### src/rtl/pwm_lk_pkg.sv
package pwm_lk_pkg;

    // Control word bit positions (software decodes these)
    localparam int CB_EN     = 0;
    localparam int CB_CONT   = 1;
    localparam int CB_ACTHI  = 3;
    localparam int CB_IDLEHI = 4;
    localparam int CB_ALIGN  = 5;
    localparam int CB_LOCK   = 6;
    localparam int CB_LPWR   = 8;

    // Byte offsets of the registers
    localparam int REG_CNT  = 0;
    localparam int REG_PER  = 4;
    localparam int REG_DUTY = 8;
    localparam int REG_CTRL = 12;

    typedef enum logic [1:0] {
        ST_OFF  = 2'd0,
        ST_RUN  = 2'd1,
        ST_HOLD = 2'd2
    } ch_state_e;

    typedef struct packed {
        logic act_hi;
        logic idle_hi;
    } pol_t;

    typedef struct packed {
        logic en;
        logic cont;
        logic act_hi;
        logic idle_hi;
        logic align;
        logic lock;
        logic lpwr;
    } ctrl_t;

endpackage

### src/rtl/pwm_lk_regs.sv
module pwm_lk_regs
    import pwm_lk_pkg::*;
#(
    parameter int DW = 32,
    parameter int AW = 4
) (
    input  logic          clk,
    input  logic          rst_n,
    input  logic          wr_en,
    input  logic          rd_en,
    input  logic [AW-1:0] addr,
    input  logic [31:0]   wdata,
    input  logic [DW-1:0] cnt_i,
    output logic [31:0]   rdata,
    output logic [DW-1:0] pend_per_o,
    output logic [DW-1:0] pend_duty_o,
    output pol_t          pend_pol_o,
    output logic          run_o,
    output logic          lock_o
);

    localparam logic [AW-1:0] A_CNT  = AW'(REG_CNT);
    localparam logic [AW-1:0] A_PER  = AW'(REG_PER);
    localparam logic [AW-1:0] A_DUTY = AW'(REG_DUTY);
    localparam logic [AW-1:0] A_CTRL = AW'(REG_CTRL);

    logic [DW-1:0] per_q;
    logic [DW-1:0] duty_q;
    ctrl_t         ctl_q;
    logic [31:0]   ctl_word;

    // Writes: period, duty and control; counter address has no storage
    always_ff @(posedge clk or negedge rst_n) begin
        if (!rst_n) begin
            per_q  <= '0;
            duty_q <= '0;
            ctl_q  <= '0;
        end else if (wr_en) begin
            if (addr == A_PER) begin
                per_q <= wdata[DW-1:0];
            end
            if (addr == A_DUTY) begin
                duty_q <= wdata[DW-1:0];
            end
            if (addr == A_CTRL) begin
                ctl_q.en      <= wdata[CB_EN];
                ctl_q.cont    <= wdata[CB_CONT];
                ctl_q.act_hi  <= wdata[CB_ACTHI];
                ctl_q.idle_hi <= wdata[CB_IDLEHI];
                ctl_q.align   <= wdata[CB_ALIGN];
                ctl_q.lock    <= wdata[CB_LOCK];
                ctl_q.lpwr    <= wdata[CB_LPWR];
            end
        end
    end

    // Rebuild the control word at its bit positions
    always_comb begin
        ctl_word            = '0;
        ctl_word[CB_EN]     = ctl_q.en;
        ctl_word[CB_CONT]   = ctl_q.cont;
        ctl_word[CB_ACTHI]  = ctl_q.act_hi;
        ctl_word[CB_IDLEHI] = ctl_q.idle_hi;
        ctl_word[CB_ALIGN]  = ctl_q.align;
        ctl_word[CB_LOCK]   = ctl_q.lock;
        ctl_word[CB_LPWR]   = ctl_q.lpwr;
    end

    // Read mux
    always_comb begin
        rdata = '0;
        if (rd_en) begin
            unique case (addr)
                A_CNT:   rdata = 32'(cnt_i);
                A_PER:   rdata = 32'(per_q);
                A_DUTY:  rdata = 32'(duty_q);
                A_CTRL:  rdata = ctl_word;
                default: rdata = '0;
            endcase
        end
    end

    assign pend_per_o  = per_q;
    assign pend_duty_o = duty_q;
    assign pend_pol_o  = '{act_hi: ctl_q.act_hi, idle_hi: ctl_q.idle_hi};
    assign run_o       = ctl_q.en && ctl_q.cont && !ctl_q.align && !ctl_q.lpwr;
    assign lock_o      = ctl_q.lock;

endmodule

### src/rtl/pwm_lk_fsm.sv
module pwm_lk_fsm
    import pwm_lk_pkg::*;
(
    input  logic      clk,
    input  logic      rst_n,
    input  logic      run_i,
    input  logic      lock_i,
    input  logic      wrap_i,
    output logic      go_o,
    output logic      load_o,
    output logic      commit_o,
    output ch_state_e st_o
);

    ch_state_e st_q;
    ch_state_e st_d;

    // Next-state logic
    always_comb begin
        st_d = st_q;
        unique case (st_q)
            ST_OFF: begin
                if (run_i) begin
                    st_d = lock_i ? ST_HOLD : ST_RUN;
                end
            end
            ST_RUN: begin
                if (!run_i) begin
                    st_d = ST_OFF;
                end else if (lock_i) begin
                    st_d = ST_HOLD;
                end
            end
            ST_HOLD: begin
                if (!run_i) begin
                    st_d = ST_OFF;
                end else if (!lock_i) begin
                    st_d = ST_RUN;
                end
            end
            default: st_d = ST_OFF;
        endcase
    end

    // State register
    always_ff @(posedge clk or negedge rst_n) begin
        if (!rst_n) begin
            st_q <= ST_OFF;
        end else begin
            st_q <= st_d;
        end
    end

    // Outputs
    always_comb begin
        go_o     = 1'b0;
        load_o   = 1'b0;
        commit_o = 1'b0;
        unique case (st_q)
            ST_OFF: begin
                load_o = run_i;
            end
            ST_RUN: begin
                go_o     = run_i;
                commit_o = run_i && wrap_i && !lock_i;
            end
            ST_HOLD: begin
                go_o     = run_i;
                commit_o = run_i && wrap_i && !lock_i;
            end
            default: begin
                go_o = 1'b0;
            end
        endcase
    end

    assign st_o = st_q;

    // a running channel with the lock set sits in HOLD
    p_lock_holds_r9: assert property (@(posedge clk) disable iff (!rst_n)
        run_i && lock_i |=> st_q == ST_HOLD);

    // losing the run condition always reaches OFF
    p_stop_to_off_r3: assert property (@(posedge clk) disable iff (!rst_n)
        !run_i |=> st_q == ST_OFF);

endmodule

### src/rtl/pwm_lk_wave.sv
module pwm_lk_wave
    import pwm_lk_pkg::*;
#(
    parameter int DW = 32
) (
    input  logic          clk,
    input  logic          rst_n,
    input  logic          go_i,
    input  logic          load_i,
    input  logic          commit_i,
    input  logic          hold_i,
    input  logic [DW-1:0] pend_per_i,
    input  logic [DW-1:0] pend_duty_i,
    input  pol_t          pend_pol_i,
    output logic [DW-1:0] cnt_o,
    output logic          wrap_o,
    output logic          pwm_o
);

    localparam int XW = DW + 1;

    logic [DW-1:0] cnt_q;
    logic [DW-1:0] per_q;
    logic [DW-1:0] duty_q;
    pol_t          pol_q;

    // Last count of the period; a period of 0 or 1 wraps every clock
    assign wrap_o = ({1'b0, cnt_q} + XW'(1)) >= {1'b0, per_q};

    always_ff @(posedge clk or negedge rst_n) begin
        if (!rst_n) begin
            cnt_q  <= '0;
            per_q  <= '0;
            duty_q <= '0;
            pol_q  <= '0;
        end else if (load_i) begin
            cnt_q  <= '0;
            per_q  <= pend_per_i;
            duty_q <= pend_duty_i;
            pol_q  <= pend_pol_i;
        end else if (!go_i) begin
            cnt_q <= '0;
        end else if (wrap_o) begin
            cnt_q <= '0;
            if (commit_i) begin
                per_q  <= pend_per_i;
                duty_q <= pend_duty_i;
                pol_q  <= pend_pol_i;
            end
        end else begin
            cnt_q <= cnt_q + DW'(1);
        end
    end

    always_comb begin
        if (!go_i) begin
            pwm_o = pend_pol_i.idle_hi;
        end else if (cnt_q < duty_q) begin
            pwm_o = pol_q.act_hi;
        end else begin
            pwm_o = pol_q.idle_hi;
        end
    end

    assign cnt_o = cnt_q;

    // the count stays inside the period in use
    p_cnt_in_range_r4: assert property (@(posedge clk) disable iff (!rst_n)
        go_i && per_q > DW'(1) |-> cnt_q < per_q);

    // a stopped channel returns its count to zero
    p_off_clears_cnt_r7: assert property (@(posedge clk) disable iff (!rst_n)
        !go_i |=> cnt_q == '0);

    // values in use are frozen while running locked
    p_frozen_locked_r9: assert property (@(posedge clk) disable iff (!rst_n)
        go_i && hold_i |=> $stable(per_q) && $stable(duty_q) && $stable(pol_q));

    // while running, values in use change only on a wrapped count
    p_update_at_boundary_r8: assert property (@(posedge clk) disable iff (!rst_n)
        go_i && $past(go_i) && (per_q != $past(per_q) || duty_q != $past(duty_q))
        |-> cnt_q == '0);

endmodule

### src/rtl/pwm_lk_channel.sv
module pwm_lk_channel
    import pwm_lk_pkg::*;
#(
    parameter int DW = 32,
    parameter int AW = 4
) (
    input  logic          clk,
    input  logic          rst_n,
    input  logic          wr_en,
    input  logic          rd_en,
    input  logic [AW-1:0] addr,
    input  logic [31:0]   wdata,
    output logic [31:0]   rdata,
    output logic          pwm_out
);

    logic [DW-1:0] cnt;
    logic [DW-1:0] pend_per;
    logic [DW-1:0] pend_duty;
    pol_t          pend_pol;
    logic          run;
    logic          lock;
    logic          wrap;
    logic          go;
    logic          load;
    logic          commit;
    ch_state_e     st;

    pwm_lk_regs #(.DW(DW), .AW(AW)) u_regs (
        .clk        (clk),
        .rst_n      (rst_n),
        .wr_en      (wr_en),
        .rd_en      (rd_en),
        .addr       (addr),
        .wdata      (wdata),
        .cnt_i      (cnt),
        .rdata      (rdata),
        .pend_per_o (pend_per),
        .pend_duty_o(pend_duty),
        .pend_pol_o (pend_pol),
        .run_o      (run),
        .lock_o     (lock)
    );

    pwm_lk_fsm u_fsm (
        .clk     (clk),
        .rst_n   (rst_n),
        .run_i   (run),
        .lock_i  (lock),
        .wrap_i  (wrap),
        .go_o    (go),
        .load_o  (load),
        .commit_o(commit),
        .st_o    (st)
    );

    pwm_lk_wave #(.DW(DW)) u_wave (
        .clk        (clk),
        .rst_n      (rst_n),
        .go_i       (go),
        .load_i     (load),
        .commit_i   (commit),
        .hold_i     (lock),
        .pend_per_i (pend_per),
        .pend_duty_i(pend_duty),
        .pend_pol_i (pend_pol),
        .cnt_o      (cnt),
        .wrap_o     (wrap),
        .pwm_o      (pwm_out)
    );

    // outside OFF the run condition held on the previous edge
    p_running_needs_run_r3: assert property (@(posedge clk) disable iff (!rst_n)
        st != ST_OFF |-> $past(run));

endmodule

### config.mk
export PLATFORM = sky130hd
export DESIGN_NAME = pwm_lk_channel
export DESIGN_NICKNAME = d
export VERILOG_FILES = /design/src/rtl/pwm_lk_pkg.sv /design/src/rtl/pwm_lk_regs.sv /design/src/rtl/pwm_lk_fsm.sv /design/src/rtl/pwm_lk_wave.sv /design/src/rtl/pwm_lk_channel.sv
export SDC_FILE = /design/constraint.sdc
export NUM_CORES = 1
export LEC_CHECK = 0
export BUFFER_PORTS_ARGS = -buffer_cell sky130_fd_sc_hd__buf_2
export CORE_ASPECT_RATIO = 2
export CORE_UTILIZATION = 40
export DETAILED_ROUTE_END_ITERATION = 10
export PLACE_DENSITY = 0.67
export RECOVER_POWER = 100
export SLEW_MARGIN = 20
export SYNTH_ARGS = -nofsm -noshare
export SYNTH_HDL_FRONTEND = slang
export SYNTH_SLANG_ARGS = --single-unit
### constraint.sdc
create_clock -name clk -period 7.06 [get_ports clk]
set_input_delay 0.706 -clock clk [delete_from_list [all_inputs] [get_ports clk]]
set_output_delay 0.706 -clock clk [all_outputs]
set_load 0.005 [all_outputs]
# Word level (Yosys, flattened, before mapping)
# Index checks and enable logic that the tools add are counted.
dict set report op_classes {
  n_addsub 2
  n_mul 0
  n_div 0
  n_lt_le_gt_ge 2
  eq_ne 8
  shift 0
  n_mux 29
  bitwise 0
  reduce_logical 19
}
# operator n
set ops {}
lappend ops {{$mux W32} 12}
lappend ops {{$pmux W32 S4} 1}
lappend ops {{$add A32 B1 Y33 const B} 1}
lappend ops {{$ge A33 B32 Y1} 1}
lappend ops {{$add A32 B1 Y32 const B} 1}
lappend ops {{$lt A32 B32 Y1} 1}
lappend ops {{$mux W2} 10}
lappend ops {{$eq A4 B4 Y1 const B} 2}
lappend ops {{$ne A3 B3 Y1 const B} 2}
lappend ops {{$pmux W2 S3} 1}
lappend ops {{$reduce_and A2 Y1} 3}
lappend ops {{$reduce_and A3 Y1} 2}
lappend ops {{$reduce_bool A2 Y1} 3}
lappend ops {{$logic_and A1 B1 Y1} 5}
lappend ops {{$mux W1} 5}
lappend ops {{$eq A4 B3 Y1 const B} 1}
lappend ops {{$logic_not A4 Y1} 1}
lappend ops {{$logic_not A1 Y1} 3}
lappend ops {{$eq A2 B1 Y1 const B} 1}
lappend ops {{$eq A2 B2 Y1 const B} 1}
lappend ops {{$logic_not A2 Y1} 1}
lappend ops {{$ne A2 B1 Y1 const B} 1}
lappend ops {{$reduce_or A2 Y1} 1}
dict set report totals {
  regBits 171
  latch_bits 0
  ramBits 0
  romBits 0
  input_bits 40
  output_inout_bits 33
  wordCells 75
  memories 0
}

# Depth between registers and ports, before layout
dict set report logic_depth {
  word_depth 10
  ltp_mapped 16
  ltp_nobuf 14
}

# Cells and area by module
# From an unflattened synthesis, not the netlist that was laid out.
dict set report unflattened {
  hier_cells 1056
  hier_area_um2 10767.8
}
# mod instances cells_per_inst area_each_um2 seq_area_each_um2
set modules_own_cells {}
lappend modules_own_cells {pwm_lk_wave 1 749 6736.5 2452.4}
lappend modules_own_cells {pwm_lk_regs 1 286 3836.2 1776.7}
lappend modules_own_cells {pwm_lk_fsm 1 21 195.2 50.0}

# Least setup slack after synthesis
# No wires, ideal clock.
dict set report synth_path {
  path_kind {register -> register}
  startpoint {register u_wave.cnt_q[13] (netlist: u_wave.cnt_o[13])}
  endpoint {register u_wave.duty_q[9]}
  setup_ns 0.127
  arrival_ns 3.455
  t_required_ns 6.933
  slack_ns 3.478
  path_stages_with_launch 16
  path_buffers 2
  synth_period_minus_slack_ns 3.582
  cell_sequence {dfrtp_1 nand4_1 nor4_4 nand4_2 nor2_4 xor2_1 ha_1 nand4_1 nor3_1 o21ai_0 o22a_1 a211o_1 a21oi_4 buf_12 buf_12 mux2_1}
}
dict set report synth_via {
  elab_chain_cells 7
  word_cells_on_any_way 8
  cone_classes {add/sub (1); order compare (1); mux (1); reduce/logical (5)}
}
# element line_no
set synth_lines {}
lappend synth_lines {{start, declared} pwm_lk_wave.sv:22} ;# logic [DW-1:0] cnt_q;
lappend synth_lines {{start signal, assigned} pwm_lk_wave.sv:51} ;# cnt_q <= cnt_q + DW'(1);
lappend synth_lines {{$add A32 B1 Y33 (*)} pwm_lk_wave.sv:28} ;# assign wrap_o = ({1'b0, cnt_q} + XW'(1)) >= {1'b0, per_q};
lappend synth_lines {{$ge A33 B32 Y1 (*)} pwm_lk_wave.sv:28}
lappend synth_lines {{$logic_and A1 B1 Y1 (2 in series)} {pwm_lk_fsm.sv:65, pwm_lk_fsm.sv:69}}
lappend synth_lines {{$mux W1} --}
lappend synth_lines {{$reduce_bool A2 Y1 (no source line)} --}
lappend synth_lines {{$reduce_and A3 Y1 (no source line) (*)} --}
lappend synth_lines {{end signal, assigned} pwm_lk_wave.sv:39} ;# duty_q <= pend_duty_i;
lappend synth_lines {{end signal, assigned} pwm_lk_wave.sv:47} ;# duty_q <= pend_duty_i;
lappend synth_lines {{end, declared} pwm_lk_wave.sv:24} ;# logic [DW-1:0] duty_q;
# Every way passes the cells marked *; elsewhere a longest branch is shown, timed or not.
# A chain may end at the register's enable or synchronous reset.

# Worst setup path in the final report
dict set report layout_path {
  startpoint {register u_wave.cnt_q[2] (netlist: u_wave.cnt_o[2])}
  endpoint {register u_wave.cnt_q[14] (netlist: u_wave.cnt_o[14])}
}
dict set report layout_via {
  elab_chain_cells 5
  word_cells_on_any_way 6
  cone_classes {add/sub (2); order compare (1); mux (3)}
}
# element line_no
set layout_lines {}
lappend layout_lines {{$add A32 B1 Y33} pwm_lk_wave.sv:28}
lappend layout_lines {{$ge A33 B32 Y1} pwm_lk_wave.sv:28}
lappend layout_lines {{$mux W32 (*)} pwm_lk_wave.sv:43} ;# end else if (wrap_o) begin
lappend layout_lines {{$mux W32 (*)} pwm_lk_wave.sv:41} ;# end else if (!go_i) begin
lappend layout_lines {{$mux W32 (*)} pwm_lk_wave.sv:36} ;# end else if (load_i) begin
# Marked as above.

==> results.yml <==
critical_path:
  cp-start-kind: "flop"
  path_max_fanout: 17
  cp.arrival_ps: 5090
  path_cells: "nand4_1 -> nor3_1 -> and3_1 -> and3_1 -> xor2_1 -> ha_1 -> nand2_1 -> o21ai_0 -> o21ai_0 -> o22a_1 -> a211o_1 -> nand3_1 -> clkbuf_1 -> nor2b_1"
  critPathMaxStageDelay_ps: 700
  cp-end-kind: "flop"
  path_class: "flop to flop"
  cp.required_ps: 7350
  cpMaxStageDelayCell: "clkbuf_1"
grt:
  grt-ovfl-total: 0
  grt_pass1_wl_mm: 35.6
  grt_pass1_vias: 6852
  antenna_found_initial: 0
  grt_use_total_pct: 20.1
  grt_max_degree: 108
detailed_routing:
  drt_iter0_drc: 310
  ant_nets: 0
  viasPerCell: 5.56
  dr.pass1.iters: 7
  routedWlPerCell_um: 19.3
  wl_mm: 22.2
  drc: 0
  via_count: 6399
floorplan:
  core_area_um2: 22600
  dieArea_um2: 23800
  die_w_um: 109
  start_util_pct: 40.8
  pin_count: 73
  num_rows: 78
  die_h_um: 217
clocking:
  holdBufCountCts: 0
  clockBufferDepth: 2
  cts_tree: "built"
  clk_latency_ps: 450
  cts-root-buf: "clkbuf_16"
  cts_sinks: 171
  numCtsBuffers: 17
  cts_resized: 0
  cts.clk_slew.worst_paths_ps: 70
  h-tree-depth: 4
  post_cts_buffers: 0
timing:
  period_needed_ps: 4800
  finalMaxSlewViolations: 200
  relSlewSlack_pct: -137
  max_freq_mhz: 208
  fin_skew_ps: 7.68
  fin_ws_ps: 2260
  tightest_slew_ps: 3550
  fin_crit_sh_pct: 68.0
  setup_violations: 0
  rsz0062_at_grt: "false"
  tns_ps: 0
  hold_viol: 0
  whs_ps: 373
power:
  leakagePower_nw: 4.69
  finalPower_mw: 2.93
  vdd_drop_max_mv: 0.179
  p_per_area_nw_per_um2: 286
status:
  violations: "max-capacitance violations, max-slew violations"
  status: "finished with violations"
worst_hold_path:
  hold_path.class: "input port to asynchronous set/reset pin"
final_layout:
  antennaDiodeCount: 0
  nets: 966
  seqCellArea_um2: 4280
  drive_above_1_share_pct: 21.5
  fin_util_pct: 45.2
  instances_no_fill: 1151
  layout_common_cells: "dfrtp_1, mux2_2, ha_1"
  area_growth_pct: 10.8
  multi_input_area_um2: 4380
  design_area_um2: 10200
  nFillCells: 2186
  final_common_cell: "dfrtp_1"
place:
  post-place-ws_ps: 2520
  placed_area_um2: 9850
  dpl.hpwl_mm: 15.9
  portBuffers: 72
  gp_congestion: 0.807
  place_inst: 1119
synthesis:
  syn_area_um2: 9240
  syn-num-nets: 894
  netlist_instances: 786
  synth_seq_area_share_pct: 46.3
  ys_types: 46
  synth_seq_cells: 171
  syn_avg_cell_area_um2: 11.8
  synthFlopType: "dfrtp_1"
  synth_edf_count: 0
  async_flop_share_pct: 100
  yosys_warnings: 0
run:
  maxCapViolations: 5
-- layout make-up --
cell class	count	area share, %
tap	280	3.42
multi-input combinational	519	42.7
sequential	171	41.8
clock inverter	15	1.60
clock buffer	17	4.15
timing repair buffer	82	3.85
inverter	67	2.46
-- registers in the layout (all words and copies together) (netlist names) --
register / flops
u_regs.pend_pol_o: 2
u_fsm.st_o: 2
u_regs.pend_duty_o: 32
u_wave.pol_q: 2
u_wave.cnt_o: 32
u_wave.per_q: 32
u_regs.ctl_q: 4
u_wave.duty_q: 32
u_regs.pend_per_o: 32
u_regs.lock_o: 1
-- worst max-delay path, delay by kind of cell, from the launching register on --
kind,cells,cell delay (ps)
XOR/XNOR,1,80
AO/OA/AOI/OAI,4,970
flip-flops,1,530
AND/OR/NAND/NOR,7,2040
buffers and inverters,1,700
adder cells (fa/ha/maj),1,320
-- cells by family after synthesis --
logic type,after synthesis,share of synthesized area (%)
flops,171,46.3
simple gates,171,9.78
compound gates,111,8.64
fa+ha+maj,68,9.21
xor+xnor,30,2.84
buf+inv,96,4.86
mux,139,18.4
-- synth_stat cells, drive strengths merged (4+ instances only) --
cell / instances / area [um2]
nand2: 34 / 128
o21a: 4 / 30.0
mux2: 137 / 1680
nand4: 17 / 119
clkbuf: 16 / 60.1
dfrtp: 171 / 4280
o21ai: 17 / 85.1
a211oi: 6 / 45.0
a21oi: 30 / 161
a31oi: 4 / 25.0
buf: 13 / 138
inv: 67 / 251
a222oi: 25 / 250
a22oi: 15 / 113
and4: 6 / 53.8
xor2: 8 / 70.1
ha: 68 / 851
xnor2: 22 / 193
nor3: 7 / 35.0
nor2: 42 / 165
nand3: 18 / 90.1
nor2b: 32 / 200
and3: 9 / 56.3
-- final timing paths --
path	from	endpoint	slack, ps	cells after the start
worst max-delay path	u_wave.cnt_o[2]	u_wave.cnt_o[14]	2260	14
worst min register to register	u_wave.per_q[10]	u_wave.per_q[10]	490	1
max in group asynchronous	rst_n	u_regs.pend_per_o[2]	2730	2
worst min-delay path	rst_n	u_regs.pend_duty_o[23]	370	1
worst max register to register	u_wave.cnt_o[2]	u_wave.cnt_o[14]	2260	14
min in group clk	u_wave.per_q[10]	u_wave.per_q[10]	490	1
-- metal layers --
layer | share of wire (%) | vias to the layer above | wire, um | global-route usage, %
li1 | - | 2975 | - | -
met1 | 36 | 3234 | 7980 | 21.1
met2 | 57 | 151 | 12600 | 37.4
met3 | 4.0 | 39 | 888 | 3.65
met4 | 3.1 | 0 | 680 | 9.07
met5 | 0 | - | 0 | 0
-- where the power goes --
| group | leakage [nW] | switching [mW] | total [mW] | internal [mW] |
|---|---|---|---|---|
| sequential | 2.22 | 0.155 | 1.36 | 1.20 |
| clock | 0.273 | 0.415 | 0.940 | 0.525 |
| combinational | 2.20 | 0.322 | 0.634 | 0.312 |
| total | 4.69 | 0.893 | 2.93 | 2.04 |
Power figures use the tool's default switching activity.
